### src/rtl/intc_vec_pkg.sv
package intc_vec_pkg;

   typedef enum logic [1:0] {
      TRIG_LVL_HI = 2'd0,
      TRIG_RISE   = 2'd1,
      TRIG_LVL_LO = 2'd2,
      TRIG_FALL   = 2'd3
   } trig_e;

   localparam int unsigned REG_MODE_BASE = 'h00;
   localparam int unsigned REG_VEC_BASE  = 'h20;
   localparam int unsigned REG_IVEC      = 'h40;
   localparam int unsigned REG_EN_SET    = 'h41;
   localparam int unsigned REG_EN_CLR    = 'h42;
   localparam int unsigned REG_MASK      = 'h43;
   localparam int unsigned REG_PEND_CLR  = 'h44;
   localparam int unsigned REG_EOI       = 'h45;
   localparam int unsigned REG_SPUR      = 'h46;

   localparam int unsigned MODE_TRIG_LSB = 4;

endpackage

### src/rtl/intc_src_detect.sv
module intc_src_detect #(
   parameter int unsigned NUM_SRC = 32
) (
   input  logic                    clk,
   input  logic                    rst_n,
   input  logic [NUM_SRC-1:0]      src_i,
   input  logic [NUM_SRC-1:0][1:0] trig_i,
   input  logic [NUM_SRC-1:0]      ack_i,
   input  logic [NUM_SRC-1:0]      clr_i,
   output logic [NUM_SRC-1:0]      pend_o
);

   if (NUM_SRC < 1) begin : g_bad_num
      $error("intc_src_detect: NUM_SRC must be at least 1");
   end

   for (genvar i = 0; i < NUM_SRC; i++) begin : g_src
      logic prev_q;
      logic edge_q;
      logic edge_hit;
      logic lvl_act;

      // trig bit 1 selects the inverted sense, trig bit 0 selects edge mode
      assign lvl_act  = trig_i[i][1] ? ~src_i[i] : src_i[i];
      assign edge_hit = trig_i[i][1] ? (~src_i[i] & prev_q) : (src_i[i] & ~prev_q);

      always_ff @(posedge clk or negedge rst_n) begin
         if (!rst_n) begin
            prev_q <= 1'b0;
            edge_q <= 1'b0;
         end else begin
            prev_q <= src_i[i];
            if (!trig_i[i][0]) begin
               edge_q <= 1'b0;
            end else if (edge_hit) begin
               edge_q <= 1'b1;      // a fresh edge outranks a same-cycle clear
            end else if (ack_i[i] || clr_i[i]) begin
               edge_q <= 1'b0;
            end
         end
      end

      assign pend_o[i] = trig_i[i][0] ? edge_q : lvl_act;

      assert_edge_ack_clears_R9: assert property (@(posedge clk) disable iff (!rst_n)
         (ack_i[i] && !edge_hit) |=> !edge_q);

      assert_edge_clr_clears_R10: assert property (@(posedge clk) disable iff (!rst_n)
         (clr_i[i] && !edge_hit) |=> !edge_q);
   end

endmodule

### src/rtl/intc_prio_select.sv
module intc_prio_select #(
   parameter int unsigned NUM_SRC = 32,
   parameter int unsigned PRIO_W  = 3,
   localparam int unsigned IDX_W  = (NUM_SRC > 1) ? $clog2(NUM_SRC) : 1
) (
   input  logic [NUM_SRC-1:0]             cand_i,
   input  logic [NUM_SRC-1:0][PRIO_W-1:0] prio_i,
   output logic                           valid_o,
   output logic [IDX_W-1:0]               idx_o,
   output logic [PRIO_W-1:0]              prio_o
);

   if (PRIO_W < 1) begin : g_bad_prio
      $error("intc_prio_select: PRIO_W must be at least 1");
   end

   always_comb begin
      valid_o = 1'b0;
      idx_o   = '0;
      prio_o  = '0;
      // strict compare keeps the lowest index among equal priorities
      for (int i = 0; i < NUM_SRC; i++) begin
         if (cand_i[i] && (!valid_o || (prio_i[i] > prio_o))) begin
            valid_o = 1'b1;
            idx_o   = IDX_W'(i);
            prio_o  = prio_i[i];
         end
      end
   end

endmodule

### src/rtl/intc_prio_stack.sv
module intc_prio_stack #(
   parameter int unsigned DEPTH  = 8,
   parameter int unsigned PRIO_W = 3,
   localparam int unsigned CNT_W = $clog2(DEPTH + 1),
   localparam int unsigned PTR_W = (DEPTH > 1) ? $clog2(DEPTH) : 1
) (
   input  logic              clk,
   input  logic              rst_n,
   input  logic              push_i,
   input  logic [PRIO_W-1:0] push_prio_i,
   input  logic              pop_i,
   output logic              empty_o,
   output logic              full_o,
   output logic [PRIO_W-1:0] top_o,
   output logic [CNT_W-1:0]  depth_o
);

   if (DEPTH < (1 << PRIO_W)) begin : g_bad_depth
      $error("intc_prio_stack: DEPTH must cover every priority level");
   end

   logic [PRIO_W-1:0] stk_q [DEPTH];
   logic [CNT_W-1:0]  cnt_q;

   always_ff @(posedge clk or negedge rst_n) begin
      if (!rst_n) begin
         cnt_q <= '0;
         for (int k = 0; k < DEPTH; k++) stk_q[k] <= '0;
      end else if (push_i && !full_o) begin
         stk_q[PTR_W'(cnt_q)] <= push_prio_i;
         cnt_q <= cnt_q + 1'b1;
      end else if (pop_i && !empty_o) begin
         cnt_q <= cnt_q - 1'b1;
      end
   end

   assign empty_o = (cnt_q == '0);
   assign full_o  = (cnt_q == CNT_W'(DEPTH));
   assign top_o   = empty_o ? '0 : stk_q[PTR_W'(cnt_q - 1'b1)];
   assign depth_o = cnt_q;

   assert_no_overflow_R7: assert property (@(posedge clk) disable iff (!rst_n)
      push_i |-> !full_o);

   assert_push_grows_R7: assert property (@(posedge clk) disable iff (!rst_n)
      (push_i && !pop_i) |=> (depth_o == $past(depth_o) + 1'b1));

   assert_pop_empty_ignored_R7: assert property (@(posedge clk) disable iff (!rst_n)
      (pop_i && !push_i && empty_o) |=> empty_o);

endmodule

### src/rtl/intc_vec_ctrl.sv
module intc_vec_ctrl
   import intc_vec_pkg::*;
#(
   parameter int unsigned  NUM_SRC      = 32,
   parameter int unsigned  PRIO_W       = 3,
   parameter int unsigned  DATA_W       = 32,
   parameter int unsigned  ADDR_W       = 8,
   parameter int unsigned  STACK_DEPTH  = 8,
   parameter logic [31:0]  EXT_SRC_MASK = 32'hE000_0000
) (
   input  logic               clk,
   input  logic               rst_n,
   input  logic [ADDR_W-1:0]  bus_addr,
   input  logic               bus_wr,
   input  logic               bus_rd,
   input  logic [DATA_W-1:0]  bus_wdata,
   output logic [DATA_W-1:0]  bus_rdata,
   input  logic [NUM_SRC-1:0] src_i,
   output logic               irq_o
);

   localparam int unsigned IDX_W = (NUM_SRC > 1) ? $clog2(NUM_SRC) : 1;
   localparam int unsigned CNT_W = $clog2(STACK_DEPTH + 1);

   if (NUM_SRC < 1 || NUM_SRC > 32) begin : g_bad_num
      $error("intc_vec_ctrl: NUM_SRC must be 1..32");
   end
   if (PRIO_W < 1 || PRIO_W > 4) begin : g_bad_prio
      $error("intc_vec_ctrl: PRIO_W must be 1..4");
   end
   if (DATA_W < NUM_SRC || DATA_W < 6) begin : g_bad_data
      $error("intc_vec_ctrl: DATA_W too narrow");
   end
   if (ADDR_W < 7) begin : g_bad_addr
      $error("intc_vec_ctrl: ADDR_W too narrow for the register map");
   end

   // ---------------- register state ----------------
   logic [NUM_SRC-1:0][PRIO_W-1:0] prio_q;
   logic [NUM_SRC-1:0][1:0]        trig_q;
   logic [DATA_W-1:0]              vec_q [NUM_SRC];
   logic [NUM_SRC-1:0]             mask_q;
   logic [DATA_W-1:0]              spur_q;
   logic                           irq_q;

   // ---------------- decode ----------------
   logic [NUM_SRC-1:0] wr_mode;
   logic [NUM_SRC-1:0] wr_vec;
   logic               vec_read;
   logic               wr_en_set;
   logic               wr_en_clr;
   logic               wr_pclr;
   logic               wr_eoi;
   logic               wr_spur;

   for (genvar i = 0; i < NUM_SRC; i++) begin : g_dec
      assign wr_mode[i] = bus_wr && (bus_addr == ADDR_W'(REG_MODE_BASE + i));
      assign wr_vec[i]  = bus_wr && (bus_addr == ADDR_W'(REG_VEC_BASE + i));
   end

   assign vec_read  = bus_rd && (bus_addr == ADDR_W'(REG_IVEC));
   assign wr_en_set = bus_wr && (bus_addr == ADDR_W'(REG_EN_SET));
   assign wr_en_clr = bus_wr && (bus_addr == ADDR_W'(REG_EN_CLR));
   assign wr_pclr   = bus_wr && (bus_addr == ADDR_W'(REG_PEND_CLR));
   assign wr_eoi    = bus_wr && (bus_addr == ADDR_W'(REG_EOI));
   assign wr_spur   = bus_wr && (bus_addr == ADDR_W'(REG_SPUR));

   // ---------------- per-source configuration ----------------
   for (genvar i = 0; i < NUM_SRC; i++) begin : g_cfg
      localparam bit IS_EXT = EXT_SRC_MASK[i];

      always_ff @(posedge clk or negedge rst_n) begin
         if (!rst_n) begin
            prio_q[i] <= '0;
            trig_q[i] <= '0;
            vec_q[i]  <= '0;
         end else begin
            if (wr_mode[i]) begin
               prio_q[i] <= bus_wdata[PRIO_W-1:0];
               trig_q[i] <= {bus_wdata[MODE_TRIG_LSB+1] & IS_EXT,
                             bus_wdata[MODE_TRIG_LSB]};
            end
            if (wr_vec[i]) vec_q[i] <= bus_wdata;
         end
      end

      assert_internal_trig_R4: assert property (@(posedge clk) disable iff (!rst_n)
         (!IS_EXT && wr_mode[i]) |=> !trig_q[i][1]);
   end

   always_ff @(posedge clk or negedge rst_n) begin
      if (!rst_n) begin
         mask_q <= '0;
         spur_q <= '0;
      end else begin
         if (wr_en_set) mask_q <= mask_q | bus_wdata[NUM_SRC-1:0];
         if (wr_en_clr) mask_q <= mask_q & ~bus_wdata[NUM_SRC-1:0];
         if (wr_spur)   spur_q <= bus_wdata;
      end
   end

   // ---------------- source detection ----------------
   logic [NUM_SRC-1:0] pend;
   logic [NUM_SRC-1:0] ack;
   logic [NUM_SRC-1:0] pclr;

   assign pclr = wr_pclr ? bus_wdata[NUM_SRC-1:0] : '0;

   intc_src_detect #(.NUM_SRC(NUM_SRC)) u_detect (
      .clk    (clk),
      .rst_n  (rst_n),
      .src_i  (src_i),
      .trig_i (trig_q),
      .ack_i  (ack),
      .clr_i  (pclr),
      .pend_o (pend)
   );

   // ---------------- arbitration ----------------
   logic [NUM_SRC-1:0] cand;
   logic               win_valid;
   logic [IDX_W-1:0]   win_idx;
   logic [PRIO_W-1:0]  win_prio;

   assign cand = pend & mask_q;

   intc_prio_select #(.NUM_SRC(NUM_SRC), .PRIO_W(PRIO_W)) u_select (
      .cand_i  (cand),
      .prio_i  (prio_q),
      .valid_o (win_valid),
      .idx_o   (win_idx),
      .prio_o  (win_prio)
   );

   // ---------------- nesting stack ----------------
   logic              stk_empty;
   logic              stk_full;
   logic [PRIO_W-1:0] stk_top;
   logic [CNT_W-1:0]  stk_depth;
   logic              beats;
   logic              take;

   assign beats = win_valid && (stk_empty || (win_prio > stk_top));
   assign take  = vec_read && beats;
   assign ack   = take ? (NUM_SRC'(1) << win_idx) : '0;

   intc_prio_stack #(.DEPTH(STACK_DEPTH), .PRIO_W(PRIO_W)) u_stack (
      .clk         (clk),
      .rst_n       (rst_n),
      .push_i      (take),
      .push_prio_i (win_prio),
      .pop_i       (wr_eoi),
      .empty_o     (stk_empty),
      .full_o      (stk_full),
      .top_o       (stk_top),
      .depth_o     (stk_depth)
   );

   always_ff @(posedge clk or negedge rst_n) begin
      if (!rst_n) irq_q <= 1'b0;
      else        irq_q <= beats;
   end
   assign irq_o = irq_q;

   // ---------------- read mux ----------------
   always_comb begin
      bus_rdata = '0;
      for (int i = 0; i < NUM_SRC; i++) begin
         if (bus_addr == ADDR_W'(REG_MODE_BASE + i)) begin
            bus_rdata[MODE_TRIG_LSB +: 2] = trig_q[i];
            bus_rdata[PRIO_W-1:0]         = prio_q[i];
         end
         if (bus_addr == ADDR_W'(REG_VEC_BASE + i)) bus_rdata = vec_q[i];
      end
      if (bus_addr == ADDR_W'(REG_IVEC)) bus_rdata = beats ? vec_q[win_idx] : spur_q;
      if (bus_addr == ADDR_W'(REG_MASK)) bus_rdata = DATA_W'(mask_q);
      if (bus_addr == ADDR_W'(REG_SPUR)) bus_rdata = spur_q;
   end

   // ---------------- assertions ----------------
   assert_mask_set_R1: assert property (@(posedge clk) disable iff (!rst_n)
      (wr_en_set && !wr_en_clr) |=>
         ((mask_q & $past(bus_wdata[NUM_SRC-1:0])) == $past(bus_wdata[NUM_SRC-1:0])));

   assert_mask_clr_R2: assert property (@(posedge clk) disable iff (!rst_n)
      wr_en_clr |=> ((mask_q & $past(bus_wdata[NUM_SRC-1:0])) == '0));

   assert_winner_eligible_R5: assert property (@(posedge clk) disable iff (!rst_n)
      win_valid |-> (pend[win_idx] && mask_q[win_idx]));

   assert_spur_no_push_R6: assert property (@(posedge clk) disable iff (!rst_n)
      (vec_read && !beats) |=> $stable(stk_depth));

   assert_irq_needs_cand_R8: assert property (@(posedge clk) disable iff (!rst_n)
      irq_o |-> $past(|cand));

   assert_stack_headroom_R7: assert property (@(posedge clk) disable iff (!rst_n)
      take |-> !stk_full);

endmodule

### config.mk
export PLATFORM = sky130hd
export DESIGN_NAME = intc_vec_ctrl
export DESIGN_NICKNAME = d
export VERILOG_FILES = /design/src/rtl/intc_vec_pkg.sv /design/src/rtl/intc_src_detect.sv /design/src/rtl/intc_prio_select.sv /design/src/rtl/intc_prio_stack.sv /design/src/rtl/intc_vec_ctrl.sv
export SDC_FILE = /design/constraint.sdc
export NUM_CORES = 2
export LEC_CHECK = 0
export BUFFER_PORTS_ARGS = -buffer_cell sky130_fd_sc_hd__buf_2
export CAP_MARGIN = 20
export CORE_ASPECT_RATIO = 1.25
export CORE_MARGIN = 3
export CORE_UTILIZATION = 35
export DETAILED_ROUTE_END_ITERATION = 10
export REMOVE_ABC_BUFFERS = 1
export SLEW_MARGIN = 20
export SYNTH_ARGS = -nofsm -noshare
export SYNTH_HDL_FRONTEND = slang
export SYNTH_SLANG_ARGS = --single-unit
### constraint.sdc
create_clock -name clk -period 66 [get_ports clk]
set_input_delay 13.2 -clock clk [delete_from_list [all_inputs] [get_ports clk]]
set_output_delay 13.2 -clock clk [all_outputs]
set_load 0.02 [all_outputs]
# After elaboration in Yosys (flattened, before gate mapping)

Index checks and enable logic that the tools add are counted.

Flip-flop bits (word level): 1312
Word-level logic and storage cells: 943

Bitwise gates (word level): 77
Add/sub/neg operators: 2
Shifts and indexed selects: 1
Multiplexer cells: 345
Reductions and logical operators: 207
Magnitude comparators: 36
Eq/ne operators: 103

Operators by type and width:

| kind                   | count |
|---|---|
| $mux W32               | 42 |
| $eq A8 B6 Y1 const B   | 32 |
| $mux W3                | 72 |
| $mux W1                | 168 |
| $bmux W32 S5           | 1 |
| $eq A8 B5 Y1 const B   | 16 |
| $logic_and A1 B1 Y1    | 106 |
| $gt A3 B3 Y1           | 32 |
| $ne A3 B1 Y1 const B   | 32 |
| $mux W5                | 16 |
| $mux W2                | 33 |
| $and A32 B32 Y32       | 2 |
| $eq A8 B4 Y1 const B   | 8 |
| $logic_or A1 B1 Y1     | 64 |
| $eq A8 B7 Y1 const B   | 7 |
| $mux W4                | 10 |
| $and A1 B1 Y1          | 35 |
| $not A1 Y1             | 35 |
| $logic_not A1 Y1       | 33 |
| $eq A8 B3 Y1 const B   | 4 |
| $not A32 Y32           | 1 |
| $or A32 B32 Y32        | 1 |
| $shl A1 B5 Y32 const A | 1 |
| $bwmux W24             | 1 |
| other kinds (15)       | 19 |

# Depth between registers and ports, before layout

Depth after elaboration: 138
Mapped depth: 290

# By module

Synthesis repeated with hierarchy kept, for this count alone.

Cell total of the unflattened synthesis: 6701
Area, all modules: 77639.5 um^2

Modules (own cells, without submodules):

| module           | instances | sequential area each (um^2) | cells an instance | area an instance (um^2) |
|---|---|---|---|---|
| intc_vec_ctrl    | 1         | 30529.3                     | 5559              | 67901.4 |
| intc_prio_select | 1         | 0.0                         | 734               | 5048.6 |
| intc_src_detect  | 1         | 1601.5                      | 288               | 3203.1 |
| intc_prio_stack  | 1         | 700.7                       | 120               | 1486.4 |

# Worst setup path after synthesis

Ideal clock, no wire load.

Kind: input -> output
From: input src_i[0]
To: output bus_rdata[25]
Data required time: 52.800 ns
Data arrival time: 56.599 ns
Slack: -3.799 ns
Stages on the path: 242
Path through: mux2_4 -> and2_1 -> buf_4 -> nand2_1 -> ha_1 -> and3b_1 -> o21ai_1 -> o211a_1 -> a21oi_1 -> ha_1 -> a211o_1 -> a21o_1 -> a221o_1 -> nand2_1 -> ha_1 -> nor2b_1 -> o21a_1 -> o2111ai_1 -> (+206 left out) -> ha_1 -> a21o_1 -> a21oi_1 -> a31oi_1 -> o21bai_1 -> nand2_1 -> o21ai_1 -> inv_1 -> ha_1 -> a21o_1 -> a21oi_1 -> a31oi_1 -> o21ai_1 -> nor2_1 -> clkbuf_1 -> o221ai_1 -> o211a_1 -> a311oi_1

Elaborated cells on any way between the ends: 232
Classes of those cells: order compare (32); mux (103); bitwise (2); reduce/logical (95)

RTL lines:

| item                                             | RTL line               | source |
|---|---|---|
| from (decl)                                      | intc_vec_ctrl.sv:18    | `input logic [NUM_SRC-1:0] src_i,` |
| $mux W1 (*)                                      | intc_src_detect.sv:43  | `assign pend_o[i] = trig_i[i][0] ? edge_q : lvl_act;` |
| $and A32 B32 Y32 (*)                             | intc_vec_ctrl.sv:125   | `assign cand = pend & mask_q;` |
| $mux W3 or $mux W1 (tied branches)               | intc_prio_select.sv:23 | `if (cand_i[i] && (!valid_o \|\| (prio_i[i] > prio_o))) begin` |
| $gt A3 B3 Y1 or $logic_not A1 Y1 (tied branches) | intc_prio_select.sv:23 |  |
| $logic_or A1 B1 Y1                               | intc_prio_select.sv:23 |  |
| $logic_and A1 B1 Y1                              | intc_prio_select.sv:23 |  |
| $mux W3 or $mux W1 (tied branches)               | intc_prio_select.sv:23 |  |
| $gt A3 B3 Y1 or $logic_not A1 Y1 (tied branches) | intc_prio_select.sv:23 |  |
| (+118 left out)                                  | n/a                    |  |
| $mux W3 (*)                                      | intc_prio_select.sv:23 |  |
| net u_select.prio_o[1]                           | intc_prio_select.sv:10 | `output logic [PRIO_W-1:0] prio_o` |
| $gt A3 B3 Y1 (*)                                 | intc_vec_ctrl.sv:143   | `assign beats = win_valid && (stk_empty \|\| (win_prio > stk_top));` |
| $logic_or A1 B1 Y1 (*)                           | intc_vec_ctrl.sv:143   |  |
| $logic_and A1 B1 Y1 (*)                          | intc_vec_ctrl.sv:143   |  |
| $mux W32 (*) (2 in series)                       | intc_vec_ctrl.sv:175   | `if (bus_addr == ADDR_W'(REG_IVEC)) bus_rdata = beats ? vec_q[win_idx] : spur_q;` |
| $mux W32 (*)                                     | intc_vec_ctrl.sv:176   | `if (bus_addr == ADDR_W'(REG_MASK)) bus_rdata = DATA_W'(mask_q);` |
| $mux W32 (*)                                     | intc_vec_ctrl.sv:177   | `if (bus_addr == ADDR_W'(REG_SPUR)) bus_rdata = spur_q;` |
| to (decl)                                        | intc_vec_ctrl.sv:17    | `output logic [DATA_W-1:0] bus_rdata,` |

The timed path passes the listed nets; every way through them passes the cells marked *. The select of a mux whose other input is x is not followed.

# Worst setup path in the final report

From: input src_i[0]
To: output bus_rdata[20]

Longest elaborated chain between the ends: 135
Elaborated cells on any way between the ends: 232
Classes of those cells: order compare (32); mux (103); bitwise (2); reduce/logical (95)

Ends and longest elaborated chain:

| item                                             | RTL line |
|---|---|
| $mux W1 (*)                                      | intc_src_detect.sv:43 |
| $and A32 B32 Y32 (*)                             | intc_vec_ctrl.sv:125 |
| $mux W3 or $mux W1 (tied branches)               | intc_prio_select.sv:23 |
| $gt A3 B3 Y1 or $logic_not A1 Y1 (tied branches) | intc_prio_select.sv:23 |
| $logic_or A1 B1 Y1                               | intc_prio_select.sv:23 |
| $logic_and A1 B1 Y1                              | intc_prio_select.sv:23 |
| $mux W3 or $mux W1 (tied branches)               | intc_prio_select.sv:23 |
| $gt A3 B3 Y1 or $logic_not A1 Y1 (tied branches) | intc_prio_select.sv:23 |
| (+117 left out)                                  | n/a |
| $logic_and A1 B1 Y1                              | intc_prio_select.sv:23 |
| $mux W5                                          | intc_prio_select.sv:23 |
| $not A5 Y6 (not written as such)                 | intc_vec_ctrl.sv:175 |
| $bmux W32 S5                                     | intc_vec_ctrl.sv:175 |
| $mux W32 (not written as such) (2 in series)     | intc_vec_ctrl.sv:175 |
| $mux W32 (*) (2 in series)                       | intc_vec_ctrl.sv:175 |
| $mux W32 (*)                                     | intc_vec_ctrl.sv:176 |
| $mux W32 (*)                                     | intc_vec_ctrl.sv:177 |

Every way passes the cells marked *; elsewhere a longest branch is shown, timed or not. The select of a mux whose other input is x is not followed.

==> results.cfg <==
[sta]
fmax_mhz = 14.4
post-route-min-period_ps = 69240
worst_slack_ps = -3240
slew-limit-headroom = 0.175
fin_tns_setup_ps = -98640
maxSlewViolCount = 0
fin_worst_skew_ps = 27.3
rsz0062_at_grt = true
worstMarginPinSlew_ps = 1210
setup_viol = 32
timing.final.crit_share = 1.05
hold_violations = 0

[placed_design]
portBuffers = 108
place_congestion = 1.03
placed_cells_incl_taps = 9478
dp_slack_ps = -6620
dp_hpwl_um = 232000

[grt]
antenna_found_initial = 29
grt_use_total = 0.325
grt_max_degree = 168
grt_pass1_wl_um = 493000
grt_pass1_vias = 65700
grt.overflow.total = 0

[worst_setup_path]
cpLargestDelayFamily = compound AO/OA/AOI/OAI gates
crit_fanout = 7
start_kind = primary input
cp_num_buf_inv = 28
path_common_cell = a21oi_2
cp_slowest_stage_delay_ps = 470
end_kind = output pin
crit_required_ps = 52800
critical_path_class = in2out
worstSetupStartpoint = src_i[0]
reg2reg_from = trig_q[0]
cp_slowest_cell = o31ai_4
cp_data_arrival_time_ps = 56040

[synthesis]
synth_top_family_by_area = multiplexers
ys_seq_area_frac = 0.457
synthMuxAreaShare = 0.234
yosys_register_bits = 1312
synthXorXnorAreaFrac = 0.000610
synth_compound_area_frac = 0.184
synthCells = 6573
ys_types = 126
synth_flop_cell = dfrtp_1
synthArstFlopShare = 1.00
synth-simple-area-share = 0.0732
syn_avg_cell_area_um2 = 10.9
synth_area_mm2 = 0.0718
ys_warn_count = 0
yosys.area_share.adder = 0.0129
synth_edf_count = 0

[final_layout]
drive_gt1_frac = 0.411
area_delta_synth_final_pct = 24.3
layoutNonFillerInstCount = 9951
nets = 7260

[floorplan]
io-pin-count = 109
coreArea_mm2 = 0.203
die_area_mm2 = 0.211
fp.dieW_um = 411
initial_core_util = 0.353
dieHeight_um = 512
rows = 185

[clock_tree]
path_clk_slew_ps = 60
cts_buffer_depth = 3
htreeDepth = 4
clock_sinks = 1312
root_buffer = clkbuf_16
clk_latency_ps = 840
cts_buffers = 142
cts_tree = done
hold_buffers = 0

[outcome]
violations = negative setup slack
status = complete, but fails checks

[worst_hold_path]
hold_path_class = reg2reg
hp-start = u_detect.g_src[5].prev_q

[job]
maxCapViolCount = 0

[power_and_ir_drop]
clockPowerShare = 0.234
power.density_mw_per_mm2 = 39.5
leakage_nw = 40.8
p_sw_frac = 0.421
max-vdd-ir-drop_mv = 0.0272
power_switching_mw = 1.48
power_frac_seq = 0.252
p_int_mw = 2.04
p_comb_frac = 0.514

[detailed_routing]
ant_nets = 0
met3_length_um = 39600
wl_per_cell_um = 35.6
drc_errors = 0
drt-total-wl_um = 354000
met2_length_um = 151000
highest_layer = met5
vias = 66500
drt_iter0_markers = 9651
dr.pass1.iters = 8
vias_per_cell = 6.69
drt-met1-wl_um = 128000
## worst reg2reg max path: cells and delay by family (launching register included)
family	cells	cell delay (ps)
AOI/OAI and AO/OA	134	20150
muxes	10	2580
buffers and inverters	29	3880
and+or+nand+nor	56	8790
adders and majority gates	33	8440
DFF	1	480
## flip-flops by register name, indices dropped and copies added, names as in the netlist, named ones only
name / cells
trig_q: 35
u_detect.g_src.edge_q: 32
prio_q: 96
spur_q: 32
vec_q: 1024
u_stack.stk_q: 24
irq_o: 1
u_stack.depth_o: 4
u_detect.g_src.prev_q: 32
## cell type report
class                   count  area, um^2
clock inverters            46         499
well taps                2711        3390
repair buffers            957        8570
multi-input cells        4619       39400
diodes                     16        40.0
flip-flops and latches   1312       32800
clock buffers             211        4210
inverters                  79         302
fillers                 18900      114000
## logic make-up (layout without fill, tap and decap cells)
logic type	count (synthesis)	after routing
other	0	16
and+or+nand+nor	1148	1148
adders and majority gates	74	74
buffers and inverters	643	1293
muxes	1505	1505
AOI/OAI and AO/OA	1886	1887
DFF	1312	1312
xor gates and xnor gates	5	5
## synthesized netlist by cell type, drive strengths merged, types with 11 or more instances
master	count	share of area
nand2	446	0.023
o32ai	14	0.0017
a22oi	208	0.022
nand2b	19	0.0017
nor4	13	0.0014
a22o	67	0.0082
a21oi	346	0.024
a211o	13	0.0016
and3	28	0.0024
buf	256	0.018
a21boi	14	0.0016
o21a	20	0.0021
nor2	276	0.015
nand3	150	0.010
a221o	68	0.0095
a222oi	28	0.0039
o221ai	38	0.0046
or3	13	0.0011
or2	16	0.0014
inv	79	0.0042
o22ai	60	0.0053
dfrtp	1312	0.46
mux2	1243	0.20
o2111ai	33	0.0041
a21o	18	0.0019
mux2i	252	0.035
a31oi	96	0.0085
o211ai	18	0.0020
o21ai	424	0.030
nand4	50	0.0044
nor2b	23	0.0020
and2	30	0.0027
ha	73	0.013
clkbuf	308	0.016
a221oi	279	0.034
nor3	54	0.0039
a32o	11	0.0015
a211oi	28	0.0031
## per-layer routing
layer / up-vias / GRT usage
met2: 4792 / 0.471
li1: 26200 / -
met5: - / 0
met1: 34000 / 0.389
met3: 1517 / 0.102
met4: 20 / 0.280
## metrics by stage
| step | hold WS, ps | total power, mW | cell area (um^2) | util |
|---|---|---|---|---|
| 3_3_place_gp | 416 | 2.28 | 79300 | 0.390 |
| 2_1_floorplan | 410 | 1.51 | 69300 | - |
| 3_5_place_dp | 421 | 2.28 | 79300 | 0.390 |
| 6_report | 435 | 3.52 | 89200 | 0.438 |
| 5_1_grt | 450 | 3.57 | 89200 | 0.438 |
| 4_1_cts | 433 | 3.33 | 87300 | 0.429 |
## repair_timing
action                                 CTS  global route
gates cloned                            12             0
pin swaps                              211           245
setup endpoints to repair               32            32
buffers inserted                       145            73
endpoints found under the hold margin    0             0
resized for setup                      492           307
## worst paths after layout
path                                              to  slack, ps  cells after the start
max                                    bus_rdata[20]      -3240                    258
min                         u_detect.g_src[5].edge_q        430                      1
max reg2reg                u_detect.g_src[29].edge_q      21550                    262
min reg2reg                 u_detect.g_src[5].edge_q        430                      1
max in group asynchronous                 vec_q[993]      49830                      5
min in group asynchronous          u_stack.stk_q[15]      12270                      1
## layout by cell type (no fill, tap or decap), types with 65 or more instances in the layout
master / synthesis / final
dfrtp_1: 1312 / 1312
mux2_2: 1236 / 1232
buf_4: 42 / 694
nand2_1: 445 / 385
o21ai_0: 405 / 308
a21oi_1: 343 / 267
mux2i_1: 251 / 245
a221oi_1: 276 / 233
nor2_1: 273 / 211
a22oi_1: 206 / 205
clkbuf_16: 0 / 145
nand3_1: 150 / 132
buf_6: 13 / 90
o21ai_1: 17 / 77
a31oi_1: 95 / 77
buf_12: 0 / 75
buf_2: 43 / 73
inv_1: 78 / 69
a221o_1: 68 / 68
a21oi_2: 3 / 65
a22o_1: 67 / 65
## power by group through the flow
stage	registers, mW	clock network [mW]	logic [mW]
2_1_floorplan	0.879	0	0.627
3_3_place_gp	0.895	0	1.38
3_5_place_dp	0.896	0	1.39
4_1_cts	0.882	0.828	1.62
5_1_grt	0.889	0.861	1.82
6_report	0.887	0.824	1.81
Power figures use the tool's default switching activity.
